`src/rtl/bpm_pkg.sv`:
```
`timescale 1ns/1ps
package bpm_pkg;
  localparam int CODE_W = 3;

  typedef enum logic [CODE_W-1:0] {
    CONT_IDLE  = 3'd0,
    CONT_B0    = 3'd1,
    CONT_B01   = 3'd2,
    CONT_B012  = 3'd3,
    CONT_B012N = 3'd4
  } cont_e;
endpackage

```
`src/rtl/bpm_code_step.sv`:
```
`timescale 1ns/1ps
// Classifies a continuation code: legality, whether beat 1 already ran,
// and the code that follows once the instruction completes.
module bpm_code_step
  import bpm_pkg::*;
(
  input  logic [CODE_W-1:0] code_i,
  output logic              legal_o,
  output logic              beat1_done_o,
  output logic [CODE_W-1:0] next_o
);
  always_comb begin
    legal_o      = 1'b1;
    beat1_done_o = 1'b0;
    next_o       = CONT_IDLE;
    unique case (code_i)
      CONT_IDLE:  next_o = CONT_IDLE;
      CONT_B0:    next_o = CONT_IDLE;
      CONT_B01,
      CONT_B012:  beat1_done_o = 1'b1;
      CONT_B012N: begin
        beat1_done_o = 1'b1;
        next_o       = CONT_B0;
      end
      default: begin
        legal_o = 1'b0;
        next_o  = code_i;
      end
    endcase
  end
endmodule

```
`src/rtl/bpm_field_merge.sv`:
```
`timescale 1ns/1ps
// Deposits the mask into the predicate fields. The lower half of the fields
// is skipped when the beats that own it already completed.
module bpm_field_merge #(
  parameter int REG_W      = 32,
  parameter int FIELD_W    = 4,
  parameter int FIELD_LSB  = 16,
  parameter int NUM_FIELDS = 2
) (
  input  logic [REG_W-1:0]   cur_i,
  input  logic [FIELD_W-1:0] mask_i,
  input  logic               upper_only_i,
  output logic [REG_W-1:0]   nxt_o
);
  localparam int FIELD_TOP = FIELD_LSB + NUM_FIELDS * FIELD_W;

  assign nxt_o[FIELD_LSB-1:0]     = cur_i[FIELD_LSB-1:0];
  assign nxt_o[REG_W-1:FIELD_TOP] = cur_i[REG_W-1:FIELD_TOP];

  for (genvar g = 0; g < NUM_FIELDS; g++) begin : g_field
    localparam bit IS_UPPER = (g >= NUM_FIELDS / 2);
    logic wr;
    assign wr = IS_UPPER || !upper_only_i;
    assign nxt_o[FIELD_LSB + g*FIELD_W +: FIELD_W] =
      wr ? mask_i : cur_i[FIELD_LSB + g*FIELD_W +: FIELD_W];
  end
endmodule

```
`src/rtl/beat_pred_mask.sv`:
```
`timescale 1ns/1ps
module beat_pred_mask
  import bpm_pkg::*;
#(
  parameter int REG_W        = 32,
  parameter int FIELD_W      = 4,
  parameter int FIELD_LSB    = 16,
  parameter int STATUS_W     = 8,
  parameter int STATUS_SHIFT = 4
) (
  input  logic                clk,
  input  logic                rst_n,
  input  logic                cmd_valid_i,
  input  logic [FIELD_W-1:0]  cmd_mask_i,
  input  logic [CODE_W-1:0]   cont_code_i,
  output logic [REG_W-1:0]    pred_o,
  output logic [CODE_W-1:0]   cont_code_o,
  output logic [STATUS_W-1:0] status_o,
  output logic                fault_o,
  output logic                undef_o
);
  localparam int STATUS_PAD = STATUS_W - CODE_W - STATUS_SHIFT;

  logic [REG_W-1:0]  pred_q, pred_d, merged;
  logic [CODE_W-1:0] code_q, code_d, code_next;
  logic              fault_q, fault_d, undef_q, undef_d;
  logic              legal, beat1_done, mask_zero, accept, upd_en;

  bpm_code_step u_step (
    .code_i       (cont_code_i),
    .legal_o      (legal),
    .beat1_done_o (beat1_done),
    .next_o       (code_next)
  );

  bpm_field_merge #(
    .REG_W      (REG_W),
    .FIELD_W    (FIELD_W),
    .FIELD_LSB  (FIELD_LSB),
    .NUM_FIELDS (2)
  ) u_merge (
    .cur_i        (pred_q),
    .mask_i       (cmd_mask_i),
    .upper_only_i (beat1_done),
    .nxt_o        (merged)
  );

  assign mask_zero = (cmd_mask_i == '0);
  assign accept    = legal && !mask_zero;
  assign upd_en    = cmd_valid_i && accept;

  // Next-state process
  always_comb begin
    pred_d  = pred_q;
    code_d  = code_q;
    fault_d = 1'b0;
    undef_d = 1'b0;
    if (cmd_valid_i) begin
      if (mask_zero) begin
        undef_d = 1'b1;
      end else if (!legal) begin
        fault_d = 1'b1;
      end else begin
        pred_d = merged;
        code_d = code_next;
      end
    end
  end

  // Register process
  always_ff @(posedge clk or negedge rst_n) begin
    if (!rst_n) begin
      pred_q  <= '0;
      code_q  <= CONT_IDLE;
      fault_q <= 1'b0;
      undef_q <= 1'b0;
    end else begin
      if (upd_en) begin
        pred_q <= pred_d;
        code_q <= code_d;
      end
      fault_q <= fault_d;
      undef_q <= undef_d;
    end
  end

  assign pred_o      = pred_q;
  assign cont_code_o = code_q;
  assign status_o    = {{STATUS_PAD{1'b0}}, code_q, {STATUS_SHIFT{1'b0}}};
  assign fault_o     = fault_q;
  assign undef_o     = undef_q;
endmodule

```
`config.mk`:
```
export PLATFORM = sky130hd
export DESIGN_NAME = beat_pred_mask
export DESIGN_NICKNAME = d
export VERILOG_FILES = /design/src/rtl/bpm_pkg.sv /design/src/rtl/bpm_code_step.sv /design/src/rtl/bpm_field_merge.sv /design/src/rtl/beat_pred_mask.sv
export SDC_FILE = /design/constraint.sdc
export NUM_CORES = 1
export LEC_CHECK = 0
export BUFFER_PORTS_ARGS = -buffer_cell sky130_fd_sc_hd__buf_4
export CORE_ASPECT_RATIO = 0.7
export CORE_MARGIN = 2
export CORE_UTILIZATION = 35
export CTS_CLUSTER_DIAMETER = 150
export DETAILED_ROUTE_END_ITERATION = 12
export PLACE_DENSITY = 0.74
export SETUP_SLACK_MARGIN = 0.02
export SLEW_MARGIN = 20
export SYNTH_ARGS = -nofsm -noshare
export SYNTH_HDL_FRONTEND = slang
export SYNTH_SLANG_ARGS = --single-unit
```
`constraint.sdc`:
```
create_clock -name clk -period 0.8 [get_ports clk]
set_clock_uncertainty 0.1 [all_clocks]
set_input_delay 0.16 -clock clk [delete_from_list [all_inputs] [get_ports clk]]
set_output_delay 0.16 -clock clk [all_outputs]
set_load 0.02 [all_outputs]
```
# [After elaboration in Yosys (flattened, before gate mapping)]
# Cells that the tools add are included.
[totals] reg_bits=13 in_bits=10 output_inout_bits=45 word_cells=29
[classes] n_eq_ne=4 mux=8 n_bitwise=2 reduce_logical=10
[ops] cell="two-way mux 1 bit" count=7
[ops] cell="equality test 3 x 2 -> 1 bit, second input constant" count=2
[ops] cell="case mux 3 bit (2 select lines)" count=1
[ops] cell="AND reduction 5 bit" count=1
[ops] cell="OR reduction 5 bit" count=1
[ops] cell="zero test 4 bit" count=1
[ops] cell="AND reduction 4 bit" count=1
[ops] cell="OR reduction 4 bit" count=1
[ops] cell="equality test 3 x 1 -> 1 bit, second input constant" count=1
[ops] cell="equality test 3 bit, second input constant" count=1
[ops] cell="zero test 3 bit" count=1
[ops] cell="OR reduction 3 bit" count=1
[ops] cell="logical AND 1 bit" count=2
[ops] cell="inverter 1 bit" count=2
[ops] cell="zero test 1 bit" count=1

# [Longest topological paths before layout]
# Gate-level depths: netlist of the first run.
[depth] word_depth=6 ltp_mapped=3 depth_no_buf=3

# [Hierarchy]
# Synthesis of the first run repeated with hierarchy kept, for this count alone.
[unflattened] cells_unflattened=129 hier_area_um2=1901.8
[modules_own_cells] mod="beat_pred_mask" instances=1 cells_each=90 area_each_um2=1600.3 seq_area_each_um2=925.9
[modules_own_cells] mod="bpm_field_merge" instances=1 cells_each=32 area_each_um2=255.2 seq_area_each_um2=0.0
[modules_own_cells] mod="bpm_code_step" instances=1 cells_each=7 area_each_um2=46.3 seq_area_each_um2=0.0

# [Least setup slack after synthesis of the first run]
# Ideal clock, no wire load.
[synth_timing] kind="input to register" startpoint="in cmd_mask_i[1]" endpoint="reg pred_q[16], in the netlist pred_o[16]" setup_time_ns=0.128 arrival_ns=0.991 t_required_ns=0.572 path_slack_ns=-0.419 path_stages=3 n_path_buf=0 path_cell_list="o41ai_4 -> nor3_2 -> mux2_1"
[synth_between] elab_chain_cells=5 elab_cells_between_ends=6 cone_classes="bitwise: 1; reduce/logical: 5"
[synth_lines] element="from (decl)" line="beat_pred_mask.sv:14" rtl="input logic [FIELD_W-1:0] cmd_mask_i,"
[synth_lines] element="zero test 4 bit *" line="beat_pred_mask.sv:48" rtl="assign mask_zero = (cmd_mask_i == '0);"
[synth_lines] element="zero test 1 bit" line="beat_pred_mask.sv:49" rtl="assign accept = legal && !mask_zero;"
[synth_lines] element="logical AND 1 bit" line="beat_pred_mask.sv:49"
[synth_lines] element="logical AND 1 bit" line="beat_pred_mask.sv:50" rtl="assign upd_en = cmd_valid_i && accept;"
[synth_lines] element="AND reduction 5 bit (no line) *"
[synth_lines] element="to (signal assigned)" line="beat_pred_mask.sv:79" rtl="pred_q <= pred_d;"
[synth_lines] element="to (decl)" line="beat_pred_mask.sv:24" rtl="logic [REG_W-1:0] pred_q, pred_d, merged;"
# Mark *: on every way between the ends. The rest lies on a longest branch, timed or not.
# A chain may end at the register's enable or synchronous reset.

# [Worst setup path after layout of the first run]
[layout_timing] startpoint="reg code_q[0], in the netlist cont_code_o[0]" endpoint="out status_o[4]"
[layout_rtl] element="from (decl)" line="beat_pred_mask.sv:25" rtl="logic [CODE_W-1:0] code_q, code_d, code_next;"
[layout_rtl] element="from (signal assigned)" line="beat_pred_mask.sv:80" rtl="code_q <= code_d;"
[layout_rtl] element="to (decl)" line="beat_pred_mask.sv:18" rtl="output logic [STATUS_W-1:0] status_o,"
# No word-level cell between the ends.

==> flow_summary.yaml, run 1 <==
power:
  p_comb_share_pct: 39.2
  p_int_mw: 1.329
  powerDensity_nw_per_um2: 1782
  p_leak_nw: 0.5872
  power.share.switching_pct: 33.61
  ir_drop_mv: 0.8279
  seqPwrFrac_pct: 39.8
  power.switching_mw: 0.6729
  p_total_mw: 2.002
  p_clk_share_pct: 21.0
routing:
  drtIter0Drc: 7
  vias: 538
  ant_nets: 0
  drt-total-wl_um: 1676
  drc: 0
  routedWlPerCell_um: 12.89
  drt-vias-per-instance: 4.138
  dr.pass1.iters: 3
synth:
  synth_edf_count: 0
  synth_area_um2: 745.7
  yosysMostFrequentCell: "buf_4"
  synth_top_family_by_area: "buffers and inverters"
  yosys.area_share.simple_pct: 6.711
  syn_inst: 65
  avgSynthCellArea_um2: 11.47
  yosysTopAreaCellShare_pct: 43.62
  synth_compound_area_share_pct: 10.91
  muxShareOfSynthArea_pct: 6.040
  yosys-top-cells-area: "dfrtp_1 (44%), buf_4 (32%), mux2_1 (6.0%), a32o_1 (5.4%), o41ai_4 (3.7%)"
  netlist-cell-type-count: 14
  synth_ff_type: "dfrtp_1"
  ys_ff_latch: 13
  synth_area_leader_cell: "dfrtp_1"
  synth_common_cells: "buf_4 (32), dfrtp_1 (13), a32o_1 (4), mux2_1 (4), and2_1 (3)"
  synth-async-reset-ratio_pct: 100.0
  synth_xor_area_share_pct: 0
  synthAdderAreaFrac_pct: 0
  seq_area_frac_synth_pct: 43.62
  synth_warnings: 0
min_path:
  hp-start: "cmd_mask_i[1]"
  hp-class: "input pin to flip-flop"
outcome:
  status: "complete, but fails checks"
  violations: "negative setup slack"
cells_and_area:
  n_fill_cell: 168
  drive_above_1_share_pct: 53.70
  num-nets-final: 119
  area_growth_pct: 50.67
  finalInstanceArea_um2: 1124
  antenna_cells: 0
clock_network:
  cts_tree: "built"
  cts_root_buffer: "clkbuf_4"
  cts_max_level: 1
  cts_buffer_depth: 2
  clkLatencyLatePin_ns: 0.28
  path_clk_slew_ns: 0.08
  clock_sinks: 13
  cts_buffers: 3
die:
  design.core.area_um2: 1936
  std_cell_rows: 13
  die_h_um: 42.62
  dieArea_um2: 2522
  die-width_um: 59.17
  start_util_pct: 38.53
  io_pins: 55
sta:
  slew_viol_final: 0
  hold_viol: 0
  period_share_pct: 139.0
  setup_slack_ns: -0.3120
  rsz0062_at_grt: "true"
  timing.fmax_mhz: 899.2
  period_needed_ns: 1.112
  tns_ns: -6.608
  whs_ns: 0.03220
  setup_viol_count_final: 27
placed_design:
  io_buffers: 25
  pre_cts_ws_ns: -0.6056
  dp_hpwl_um: 1187
  globalplace.congestion: 0.7932
  detailed_place.area_um2: 882.1
worst_setup_path:
  cpMaxStageDelayCell: "dfrtp_2"
  setup.worst_path.end_class: "output pin"
  critPathMaxFanout: 3
  cpLargestDelayFamily: "flip-flops"
  rr_startpoint: "pred_o[16]"
  cp-startpoint: "cont_code_o[0]"
  cp_num_buf_inv: 1
  start_kind: "flip-flop"
  cp.required_ns: 0.54
  path_cells: "buf_6"
  path_class: "flip-flop to output pin"
  critPathMaxStageDelay_ns: 0.43
  crit_arrival_ns: 0.85
run:
  maxCapViolCount: 0
global_routing:
  antenna_found_initial: 0
  grt.overflow.total: 0
  grt_pass1_vias: 509
  grt_max_degree: 14
  grtUsageTotal_pct: 14.29
  grt_pass1_wl_um: 2497
==> routing by layer <==
layer	GRT usage (%)	share of wire, %	vias to the layer above
met5	0	0	-
met4	5.455	1.4	0
li1	-	-	247
met3	5.556	6.9	4
met1	15.65	35	262
met2	24.67	57	25
==> final timing paths <==
check,endpoint,slack (ns),cells past startpoint
min in group asynchronous,pred_o[20],0.15,2
worst max-delay path,status_o[4],-0.31,1
max in group asynchronous,cont_code_o[1],0.26,2
worst min-delay path,pred_o[21],0.03,2
worst min register to register,pred_o[22],0.42,1
worst max register to register,pred_o[16],-0.20,2
==> power groups by stage <==
| stage | Sequential [mW] | Combinational, mW | Clock (mW) |
|---|---|---|---|
| finish | 0.796 | 0.786 | 0.420 |
| global route | 0.807 | 0.829 | 0.457 |
| CTS | 0.792 | 0.740 | 0.426 |
| detailed placement | 0.791 | 0.565 | 0 |
| global placement | 0.791 | 0.555 | 0 |
| floorplan | 0.887 | 0.331 | 0 |
==> final cells by class <==
class / count / area, µm² / area share, %
tap: 22 / 27.53 / 2.450
multi-input combinational: 48 / 325.3 / 28.95
sequential: 13 / 329.1 / 29.29
clock buffer: 4 / 26.28 / 2.339
timing repair buffer: 43 / 415.4 / 36.97
==> timing repair <==
item	4_1_cts	5_1_grt
endpoints found under the setup margin	27	28
hold buffers	1	0
setup buffers	6	4
pin swaps	3	5
hold endpoints to repair	13	0
gates resized for setup	27	7
==> state kept, by name (all words and copies together) (netlist names) <==
register / count
fault_o: 1
pred_o: 8
cont_code_o: 3
undef_o: 1
==> layout by cell type (no fill, tap or decap) <==
| master | synthesis | final |
|---|---|---|
| clkbuf_1 | 0 | 1 |
| dlygate4sd3_1 | 0 | 1 |
| nor3_4 | 0 | 1 |
| o22a_1 | 1 | 1 |
| and2_4 | 0 | 1 |
| mux2_4 | 0 | 4 |
| buf_6 | 0 | 20 |
| o41ai_4 | 1 | 1 |
| clkbuf_4 | 0 | 3 |
| nor4_1 | 1 | 1 |
| nand2b_4 | 0 | 1 |
| buf_8 | 0 | 2 |
| nor3_2 | 1 | 1 |
| dfrtp_1 | 13 | 10 |
| o21ai_2 | 0 | 1 |
| a32o_1 | 4 | 4 |
| conb_1 | 1 | 29 |
| and2_1 | 3 | 2 |
| dfrtp_2 | 0 | 3 |
| nor2_1 | 1 | 1 |
| buf_4 | 32 | 20 |
==> per-stage QoR <==
stage,utilization (%),instances
after floorplan,-,93
after global placement,45.57,115
after detailed placement,45.57,115
after CTS,55.20,126
after global routing,58.05,130
final,58.05,130
==> cells by family (layout without fill, tap and decap cells) <==
group,after synthesis,in the layout
compound gates,7,7
simple gates,8,8
flops,13,13
buf+inv,32,47
mux,4,4
other cells,1,29
Note: power is estimated with default switching activity, not from simulation.
==> run 2: changes to the inputs <==
--- a/config.mk
+++ b/config.mk
@@ -8,12 +8,13 @@
 export BUFFER_PORTS_ARGS = -buffer_cell sky130_fd_sc_hd__buf_4
 export CORE_ASPECT_RATIO = 0.7
 export CORE_MARGIN = 2
-export CORE_UTILIZATION = 35
+export CORE_UTILIZATION = 40
 export CTS_CLUSTER_DIAMETER = 150
 export DETAILED_ROUTE_END_ITERATION = 12
-export PLACE_DENSITY = 0.74
+export PLACE_DENSITY = 0.67
 export SETUP_SLACK_MARGIN = 0.02
 export SLEW_MARGIN = 20
 export SYNTH_ARGS = -nofsm -noshare
 export SYNTH_HDL_FRONTEND = slang
+export SYNTH_HIERARCHICAL = 1
 export SYNTH_SLANG_ARGS = --single-unit
==> run 2 against run 1 <==
Effect of this change:
- the run still ends with negative setup slack left
- global-route usage shrank 0.51 points
- clock power rose to 4.5 times the previous value
- via count up 100%
- sequential power rose to 2.6 times the previous value
- setup slack got worse by 0.28 ns
- routed wire length grew 100%
- synthesized cell count grew 98%
- register-to-register slack got worse by 0.13 ns
- cell area grew to 2.5 times the previous value
- die area up 110%
- cell count increased by 98%
- critical endpoint is now pred_o[26]
- largest power group unchanged
==> flow_summary.yaml, run 2 <==
synth:
  avgSynthCellArea_um2: 14.74
  synth_ff_type: "dfrtp_1"
  synth_common_cells: "dfrtp_1 (37), buf_4 (36), mux2_4 (31)"
  seq_area_frac_synth_pct: 48.68
  synth_compound_area_share_pct: 0.6579
  synthAdderAreaFrac_pct: 0
  synth_xor_area_share_pct: 0
  syn_inst: 129
  netlist-cell-type-count: 14
  ys_ff_latch: 37
  synth_top_family_by_area: "multiplexers"
  synth-async-reset-ratio_pct: 100.0
  synth_edf_count: 0
  yosys-top-cells-area: "dfrtp_1 (49%), mux2_4 (24%), buf_4 (14%), mux2_2 (5.3%), buf_12 (3.2%)"
  synth_warnings: 6
  muxShareOfSynthArea_pct: 29.80
  synth_area_um2: 1902
  yosysMostFrequentCell: "dfrtp_1"
  yosysTopAreaCellShare_pct: 48.68
  synth_area_leader_cell: "dfrtp_1"
  yosys.area_share.simple_pct: 2.697
placed_design:
  detailed_place.area_um2: 2213
  io_buffers: 49
  globalplace.congestion: 0.7763
  pre_cts_ws_ns: -0.9076
  dp_hpwl_um: 2271
power:
  ir_drop_mv: 0.8997
  p_total_mw: 5.282
  powerDensity_nw_per_um2: 1880
  p_leak_nw: 1.527
routing:
  routedWlPerCell_um: 13.29
  drtIter0Drc: 24
  ant_nets: 0
  drt-total-wl_um: 3416
  drc: 0
  dr.pass1.iters: 3
  drt-vias-per-instance: 4.284
  vias: 1101
die:
  std_cell_rows: 20
  io_pins: 55
  die_h_um: 61.69
  design.core.area_um2: 4454
  start_util_pct: 42.70
  die-width_um: 86.42
  dieArea_um2: 5331
global_routing:
  grtUsageTotal_pct: 13.78
  grt_pass1_vias: 1167
  grt_max_degree: 16
  antenna_found_initial: 0
  grt.overflow.total: 0
  grt_pass1_wl_um: 5471
sta:
  period_share_pct: 173.6
  whs_ns: 0.02592
  slew_viol_final: 0
  setup_viol_count_final: 77
  period_needed_ns: 1.389
  setup_slack_ns: -0.5886
  timing.fmax_mhz: 720.1
  rsz0062_at_grt: "true"
  hold_viol: 0
cells_and_area:
  num-nets-final: 211
  mostFrequentLayoutCell: "buf_4"
  multi_input_area_um2: 664.4
  seq_area_um2: 925.9
  most-common-layout-cells: "buf_4 (47), buf_6 (46), dfrtp_1 (37)"
  finalInstanceArea_um2: 2810
  largest_reg_flops: 32
  antenna_cells: 0
  n_fill_cell: 348
  drive_above_1_share_pct: 74.26
  area_growth_pct: 47.76
run:
  maxCapViolCount: 0
worst_setup_path:
  start_kind: "input pin"
  cp.required_ns: 0.87
  crit_arrival_ns: 1.46
  critPathMaxFanout: 7
  path_class: "input pin to flip-flop"
  critPathMaxStageDelay_ns: 0.55
  setup.worst_path.end_class: "flip-flop"
  cpMaxStageDelayCell: "or4_4"
  path_cells: "buf_6, or4_4, nand3_4, clkbuf_16, mux2_4"
clock_network:
  clock_sinks: 37
  cts_tree: "built"
  cts_buffer_depth: 2
  path_clk_slew_ns: 0.08
  cts_root_buffer: "clkbuf_8"
  clkLatencyLatePin_ns: 0.28
  cts_max_level: 2
  cts_buffers: 5
min_path:
  hp-class: "input pin to flip-flop"
outcome:
  status: "complete, but fails checks"
  violations: "negative setup slack"
[run 2: cell types whose count changed in the layout (fill, tap and decap cells not counted), sizes merged, moves of 3 or more]
cell	delta
buf	+56
mux2	+36
conb	-24
dfrtp	+24
a32o	-4
inv	+3
[run 2: repair_timing]
action / 4_1_cts / 5_1_grt
hold endpoints to repair: 37 / 0
cloned: 0 / 1
resized for setup: 50 / 0
hold buffers: 1 / 0
setup endpoints to repair: 77 / 77
buffers inserted: 26 / 6
[run 2: area by class of cell]
| class | count | area share, % |
|---|---|---|
| clock inverter | 3 | 2.315 |
| tap | 55 | 2.449 |
| clock buffer | 5 | 2.449 |
| multi-input combinational | 54 | 23.64 |
| sequential | 37 | 32.95 |
| inverter | 3 | 0.4007 |
| timing repair buffer | 100 | 35.80 |
[run 2: metrics by stage]
step,setup TNS [ns],utilization [%],cells
2_1_floorplan,-25.83,-,133
3_3_place_gp,-30.90,49.69,215
3_5_place_dp,-31.94,49.69,215
4_1_cts,-31.48,61.52,250
5_1_grt,-33.17,63.09,257
6_report,-31.57,63.09,257
[run 2: logic make-up after synthesis]
group                  after synthesis
buffers and inverters               42
muxes                               40
DFF                                 37
and+or+nand+nor                      7
AOI/OAI and AO/OA                    2
other                                1
[run 2: per-layer routing]
layer / wire length (µm) / GRT usage, % / vias to the layer above
li1: - / - / 532
met4: 27 / 6.027 / 0
met5: 0 / 0 / -
met1: 1507 / 17.38 / 542
met2: 1775 / 23.41 / 25
met3: 105 / 3.170 / 2
[run 2: worst paths after layout]
path	depth (start not counted)	end	slack (ns)	start
hold / removal	2	pred_o[20]	0.03	cmd_mask_i[0]
max in group asynchronous	3	pred_o[22]	0.07	rst_n
setup / recovery	5	pred_o[26]	-0.59	cmd_mask_i[1]
setup reg to reg	2	pred_o[16]	-0.33	pred_o[16]
min in group asynchronous	2	pred_o[25]	0.20	rst_n
hold reg to reg	1	cont_code_o[0]	0.50	cont_code_o[0]
[run 2: power breakdown]
group	switching (mW)	total (mW)	internal [mW]
Combinational	0.520	1.31	0.795
Clock	0.648	1.89	1.24
Sequential	0.0942	2.08	1.99
[run 2: worst max-delay path, delay by kind of cell]
kind	cells	cell delay (ns)
buffers and inverters	2	0.29
muxes	1	0.30
and+or+nand+nor	2	0.72
